**src/rtl/pq_pkg.sv**
```systemverilog
package pq_pkg;
  localparam int unsigned CNT_W       = 16;
  localparam int unsigned QUANTUM_LOG2 = 9;

  // Last prescaler value of a quantum for a given prescaler width.
  function automatic logic [QUANTUM_LOG2-1:0] quantum_last();
    return {QUANTUM_LOG2{1'b1}};
  endfunction

  // Remaining count after one quantum; never goes below zero.
  function automatic logic [CNT_W-1:0] dec_floor(input logic [CNT_W-1:0] v);
    return (v == '0) ? '0 : v - 1'b1;
  endfunction
endpackage

```
**src/rtl/pq_prescaler.sv**
```systemverilog
module pq_prescaler #(
  parameter int unsigned PW = pq_pkg::QUANTUM_LOG2
) (
  input  logic clk,
  input  logic rst_n,
  input  logic restart_i,
  input  logic enable_i,
  input  logic tick_i,
  output logic quantum_end_o
);
  localparam logic [PW-1:0] LAST = {PW{1'b1}};

  logic [PW-1:0] phase_q;
  logic          advance;

  assign advance       = enable_i && tick_i && !restart_i;
  assign quantum_end_o = advance && (phase_q == LAST);

  always_ff @(posedge clk) begin
    if (!rst_n || restart_i || !enable_i) begin
      phase_q <= '0;
    end else if (advance) begin
      phase_q <= phase_q + 1'b1;
    end
  end
endmodule

```
**src/rtl/pq_quanta_counter.sv**
```systemverilog
module pq_quanta_counter #(
  parameter int unsigned CW = pq_pkg::CNT_W
) (
  input  logic          clk,
  input  logic          rst_n,
  input  logic          load_i,
  input  logic [CW-1:0] value_i,
  input  logic          step_i,
  output logic [CW-1:0] count_o,
  output logic          nonzero_o
);
  logic [CW-1:0] count_q;

  always_ff @(posedge clk) begin
    if (!rst_n) begin
      count_q <= '0;
    end else if (load_i) begin
      count_q <= value_i;
    end else if (step_i) begin
      count_q <= (count_q == '0) ? '0 : count_q - 1'b1;
    end
  end

  assign count_o   = count_q;
  assign nonzero_o = |count_q;
endmodule

```
**src/rtl/pq_inhibit_timer.sv**
```systemverilog
module pq_inhibit_timer #(
  parameter int unsigned CNT_W        = pq_pkg::CNT_W,
  parameter int unsigned QUANTUM_LOG2 = pq_pkg::QUANTUM_LOG2
) (
  input  logic             clk,
  input  logic             rst_n,
  input  logic             load_i,
  input  logic [CNT_W-1:0] pause_val_i,
  input  logic             bit_tick_i,
  output logic             inhibit_o,
  output logic [CNT_W-1:0] remaining_o
);
  // Internal events, named so that the checker can see them.
  logic quantum_end;
  logic counting;

  pq_prescaler #(.PW(QUANTUM_LOG2)) u_pre (
    .clk           (clk),
    .rst_n         (rst_n),
    .restart_i     (load_i),
    .enable_i      (counting),
    .tick_i        (bit_tick_i),
    .quantum_end_o (quantum_end)
  );

  pq_quanta_counter #(.CW(CNT_W)) u_cnt (
    .clk       (clk),
    .rst_n     (rst_n),
    .load_i    (load_i),
    .value_i   (pause_val_i),
    .step_i    (quantum_end),
    .count_o   (remaining_o),
    .nonzero_o (counting)
  );

  assign inhibit_o = counting;
endmodule

```
**config.mk**
```make
export PLATFORM = sky130hd
export DESIGN_NAME = pq_inhibit_timer
export DESIGN_NICKNAME = d
export VERILOG_FILES = /design/src/rtl/pq_pkg.sv /design/src/rtl/pq_prescaler.sv /design/src/rtl/pq_quanta_counter.sv /design/src/rtl/pq_inhibit_timer.sv
export SDC_FILE = /design/constraint.sdc
export NUM_CORES = 1
export LEC_CHECK = 0
export ABC_AREA = 1
export BUFFER_PORTS_ARGS = -buffer_cell sky130_fd_sc_hd__buf_2
export CAP_MARGIN = 15
export CELL_PAD_IN_SITES_DETAIL_PLACEMENT = 1
export CELL_PAD_IN_SITES_GLOBAL_PLACEMENT = 1
export CORE_ASPECT_RATIO = 0.6
export CORE_MARGIN = 2
export CORE_UTILIZATION = 37
export DETAILED_ROUTE_END_ITERATION = 8
export PLACE_DENSITY = 0.79
export REMOVE_ABC_BUFFERS = 1
export SYNTH_ARGS = -nofsm -noshare
export SYNTH_HDL_FRONTEND = slang
export SYNTH_HIERARCHICAL = 1
export SYNTH_SLANG_ARGS = --single-unit
export TNS_END_PERCENT = 30
```
**constraint.sdc**
```tcl
create_clock -name clk -period 2.7 [get_ports clk]
set_clock_uncertainty 0.2 [all_clocks]
set_input_delay 0.54 -clock clk [delete_from_list [all_inputs] [get_ports clk]]
set_output_delay 0.54 -clock clk [all_outputs]
set_load 0.005 [all_outputs]
```
Word-level counts from Yosys, hierarchy flattened

Index checks and enable logic that the tools add are counted.

Word-level logic and storage cells: 19
Flip-flop bits (word level): 25
Bits of input ports: 20
Output and inout bits: 17

Reductions and logical operators: 11
Equality and inequality tests: 1
Muxes and demuxes: 3
Add/sub/neg operators: 2

Operators by type and width:

| operator                                            | number |
|---|---|
| two-way mux 16 bit                                  | 3 |
| logical NOT 16 bit                                  | 1 |
| OR reduction 16 bit                                 | 1 |
| subtractor 16 x 1 -> 16 bit (second input constant) | 1 |
| adder 9 x 1 -> 9 bit (second input constant)        | 1 |
| == test 9 bit (second input constant)               | 1 |
| logical AND 1 bit                                   | 3 |
| logical NOT 1 bit                                   | 3 |
| logical OR 1 bit                                    | 2 |
| nonzero test 2 bit                                  | 1 |

Depth between registers and ports, before layout

Word-level depth: 6
Mapped depth: 12
Depth with buffers taken out: 12

Modules after synthesis

The synthesis kept the hierarchy.

By module, submodules not included:

| module            | times used | area each (sq um) | sequential area each (sq um) | cells an instance |
|---|---|---|---|---|
| pq_quanta_counter | 1          | 1081.0            | 320.3                        | 161 |
| pq_prescaler      | 1          | 491.7             | 180.2                        | 77 |

Worst setup path before layout

Ideal clock, no wire load.

Kind: register to register
Start: register u_cnt.count_q[0] (netlist: u_cnt/count_o[0])
End: register u_cnt.count_q[0] (netlist: u_cnt/count_o[0])
Buffers on the path: 1
Period minus slack after synthesis: 2.283 ns
Library setup time: 0.071 ns
Arrival: 2.013 ns
Required time: 2.429 ns
Cell stages (with the launch flop): 12
Path slack: 0.417 ns
Cells stage by stage: dfxtp_1 inv_2 ha_1 nand3_2 nor3_2 nand3_1 nand3_2 nor2_1 nor2_2 buf_2 a22oi_1 a21oi_1

Longest elaborated chain between the ends: 5
Elaborated cells between the ends (all ways): 10
Those cells by class: 1 x add/sub; 3 x mux; 6 x reduce/logical

Ends and longest elaborated chain:

| element                         | line                    | text |
|---|---|---|
| start: declaration              | pq_quanta_counter.sv:12 | `logic [CW-1:0] count_q;` |
| start signal: assignment        | pq_quanta_counter.sv:18 | `count_q <= value_i;` |
| start signal: assignment        | pq_quanta_counter.sv:20 | `count_q <= (count_q == '0) ? '0 : count_q - 1'b1;` |
| OR reduction 16 bit             | pq_quanta_counter.sv:25 | `assign nonzero_o = \|count_q;` |
| named net inhibit_o             | pq_inhibit_timer.sv:10  | `output logic inhibit_o,` |
| logical AND 1 bit (2 in series) | pq_prescaler.sv:16      | `assign advance = enable_i && tick_i && !restart_i;` |
| logical AND 1 bit               | pq_prescaler.sv:17      | `assign quantum_end_o = advance && (phase_q == LAST);` |
| named net quantum_end           | pq_inhibit_timer.sv:14  | `logic quantum_end;` |
| nonzero test 2 bit (no line)    | --                      |  |

The timed path passes the listed nets, and every way through them passes these cells. The select of a mux whose other input is x is not followed.
A chain may end at the register's enable or synchronous reset.

Worst setup path after layout

Start: register u_cnt.count_q[0] (netlist: u_cnt/count_o[0])
End: register u_cnt.count_q[14] (netlist: u_cnt/count_o[14])

Longest elaborated chain between the ends: 5
Elaborated cells between the ends (all ways): 10
Those cells by class: 1 x add/sub; 3 x mux; 6 x reduce/logical

Ends and longest elaborated chain:

| element                         | line |
|---|---|
| OR reduction 16 bit             | pq_quanta_counter.sv:25 |
| logical AND 1 bit (2 in series) | pq_prescaler.sv:16 |
| logical AND 1 bit               | pq_prescaler.sv:17 |
| named net quantum_end           | pq_inhibit_timer.sv:14 |
| nonzero test 2 bit (no line)    | -- |

The timed path passes the listed nets, and every way through them passes these cells. The select of a mux whose other input is x is not followed.

==> summary.json <==
{
  "setup_violations": 0,
  "dp.final_hpwl_um": 3770,
  "yosys_register_bits": 25,
  "globalRoute.busiestLayer": "met1",
  "finalInstanceArea_mm2": 0.00187,
  "cp.required_ps": 2640,
  "critical_path.cell_chain": "inv_2 > ha_1 > nand3_2 > nor3_2 > nand3_1 > nand3_2 > nor2_1 > nor2_2 > buf_4 > a22o_1 > nor2_1 > nor2_1",
  "clock-sinks": 25,
  "design.die.area_mm2": 0.00481,
  "max-cap-violations": 0,
  "numCtsBuffers": 3,
  "synth_top_cell_by_area": "sky130_fd_sc_hd__dfxtp_1",
  "die_height_um": 54.5,
  "drt_drc_violations_left": 0,
  "yosys-top-cells-area": "sky130_fd_sc_hd__dfxtp_1, sky130_fd_sc_hd__nand2_1, sky130_fd_sc_hd__nor2_1, sky130_fd_sc_hd__inv_1, sky130_fd_sc_hd__nand3_1",
  "clock_transition_time_at_the_flip_flop_clock_pins_of_the_worst_setup_and_hold_paths_ps": 80,
  "multi_input_area_um2": 927,
  "crit_slowest_cell": "sky130_fd_sc_hd__dfxtp_1",
  "syn_to_final_growth_pct": 18.9,
  "critPathMaxFanout": 13,
  "global_route.usage.total": 0.213,
  "tritoncts_clock_tree": "yes",
  "finish.net_count": 300,
  "ios": 37,
  "mappedNetlistArea_mm2": 0.00157,
  "first_iter_violations": 107,
  "fmax_mhz": 390,
  "finalSetupTns_ps": 0,
  "hold_viol": 0,
  "numPortBuffers": 36,
  "storage_cell_area_um2": 500,
  "vdd.ir_drop.worst_mv": 0.183,
  "yosys.area.top_type_share": 0.318,
  "postRouteAntennaNets": 0,
  "dominantRegCellSynth": "sky130_fd_sc_hd__dfxtp_1",
  "grt_setup_unrepaired": "no",
  "synth_cell_type_count": 24,
  "number_of_enable_type_register_cells_in_the_synthesized_netlist": 0,
  "htreeDepth": 1,
  "critical_path.most_common_cell": "sky130_fd_sc_hd__nor2_1",
  "cp_top_family": "simple AND/OR/NAND/NOR gates",
  "hold_path.class": "reg -> reg",
  "period_minus_slack_ps": 2570,
  "setup.reg_to_reg.worst_slack_ps": 130,
  "totalWireLength_um": 4740,
  "route.vias.total": 1626,
  "final_core_utilization": 0.456,
  "fin_crit_sh": 0.951,
  "gpl.final_weighted_congestion": 0.850,
  "groute.layer.met1.usage": 0.332,
  "critical_path_max_stage_delay_ps": 380,
  "total_leakage_power_nw": 0.874,
  "num_rows": 18,
  "groute.layer.met2.usage": 0.305,
  "max_slew_headroom": 0.630,
  "critical_path_class": "reg -> reg",
  "clk_path_buf_depth": 2,
  "post_cts_resize_count": 0,
  "worst_setup_path_end_kind": "flip-flop",
  "post_drt_via_cell_ratio": 4.84,
  "cts_hold_repair.buffers": 0,
  "floorplan.initialDensity": 0.384,
  "least_margin_pin_slew_ps": 555,
  "crit_buf_inv": 2,
  "detail_route.wl_per_cell_um": 14.1,
  "cts_setup_buffers": 0,
  "width_of_the_die_um": 88.2,
  "ys_warn_count": 6,
  "grt_antenna_before_repair": 0,
  "cellPowerDensity_mw_per_mm2": 461,
  "fraction_of_final_layout_cells_sized_beyond_drive_strength_1": 0.217,
  "antenna_cells": 0,
  "status": "finished clean",
  "synth_seq_area_share": 0.318,
  "avgSynthCellArea_um2": 6.61,
  "grt_pass1_wl_um": 7770,
  "num-fill-cells": 575,
  "placedInstanceArea_mm2": 0.00183,
  "crit_path_start_kind": "flip-flop",
  "fraction_of_registers_with_async_set_reset": 0,
  "netlist_instances": 238,
  "clock-root-buffer": "sky130_fd_sc_hd__clkbuf_8",
  "core-area_mm2": 0.00410,
  "worstPathArrival_ps": 2510,
  "first_pass_iters": 4,
  "groute.layer.met3.usage": 0.0452,
  "grt_pass1_vias": 1566,
  "clock_insertion_delay_worst_skew_ps": 270,
  "finalMaxSlewViolations": 0,
  "globalRouteOverflowTotal": 0,
  "largest_net_degree_at_the_start_of_global_routing": 20
}
path summary, 6_finish.rpt:
| kind | from | to | cells after the start |
|---|---|---|---|
| max | u_cnt/count_o[0]$_SDFFE_PN0P_ | u_cnt/count_o[14]$_SDFFE_PN0P_ | 12 |
| min reg2reg | u_pre/phase_q[8]$_SDFFE_PP0P_ | u_pre/phase_q[8]$_SDFFE_PP0P_ | 2 |
| max reg2reg | u_cnt/count_o[0]$_SDFFE_PN0P_ | u_cnt/count_o[14]$_SDFFE_PN0P_ | 12 |
| min | u_pre/phase_q[8]$_SDFFE_PP0P_ | u_pre/phase_q[8]$_SDFFE_PP0P_ | 2 |
logic make-up after synthesis:
| group | Yosys count | share of synthesized area |
|---|---|---|
| simple gates | 128 | 0.371 |
| buf+inv | 38 | 0.0923 |
| compound gates | 31 | 0.123 |
| flops | 25 | 0.318 |
| xor+xnor | 13 | 0.0724 |
| fa+ha+maj | 3 | 0.0239 |
power breakdown:
part	internal [mW]	switching, mW
clock	0.106	0.119
combinational	0.0874	0.140
sequential	0.387	0.0235
metrics by stage:
step / hold WS, ps / instances / worst slack, ps / total power, mW
floorplan: 280 / 234 / 277 / 0.563
global placement: 308 / 332 / 305 / 0.640
detailed placement: 318 / 332 / 179 / 0.644
CTS: 338 / 336 / 148 / 0.874
global route: 360 / 336 / 4.90 / 0.929
finish: 334 / 336 / 133 / 0.863
worst min-delay path: stages, from the launching register on:
cell	delay, ps
sky130_fd_sc_hd__dfxtp_1	340
sky130_fd_sc_hd__o21ai_0	80
sky130_fd_sc_hd__nor2_1	80
registers in the layout, indices dropped and copies added (netlist names):
| signal | cells |
|---|---|
| u_cnt/count_o | 16 |
| u_pre/phase_q | 9 |
placed cells by master, fill, tap and decap left out, drive strengths merged:
cell type / n
nor2: 51
nand2: 49
buf: 38
inv: 34
dfxtp: 25
nand3: 23
a22oi: 12
a21oi: 12
xor2: 10
o21ai: 5
clkbuf: 4
xnor2: 3
ha: 3
nor3: 3
a22o: 2
nand4: 1
nor4: 1
metal layers:
metal / part of all wire / wire (um)
met4: 0.0025 / 12
met3: 0.064 / 305
met5: 0 / 0
met1: 0.56 / 2640
met2: 0.38 / 1790
layout make-up:
type,instances,share of cell area
tap,60,0.0401
clock buffer,4,0.0241
sequential,25,0.268
multi-input combinational,175,0.496
inverter,34,0.0682
timing repair buffer,38,0.104
cells in the mapped netlist (2+ instances only):
cell,n
sky130_fd_sc_hd__a22o_1,2
sky130_fd_sc_hd__nor2_2,4
sky130_fd_sc_hd__nand2_2,3
sky130_fd_sc_hd__ha_1,3
sky130_fd_sc_hd__clkbuf_1,2
sky130_fd_sc_hd__nand3_2,2
sky130_fd_sc_hd__xnor2_1,3
sky130_fd_sc_hd__xor2_1,10
sky130_fd_sc_hd__nand3_1,20
sky130_fd_sc_hd__nand2_1,46
sky130_fd_sc_hd__nor3_2,2
sky130_fd_sc_hd__buf_2,2
sky130_fd_sc_hd__inv_2,5
sky130_fd_sc_hd__inv_1,29
sky130_fd_sc_hd__dfxtp_1,25
sky130_fd_sc_hd__o21ai_0,5
sky130_fd_sc_hd__nor2_1,45
sky130_fd_sc_hd__a21oi_1,12
sky130_fd_sc_hd__nor2_4,2
sky130_fd_sc_hd__a22oi_1,12
(Power assumes the default switching activity.)
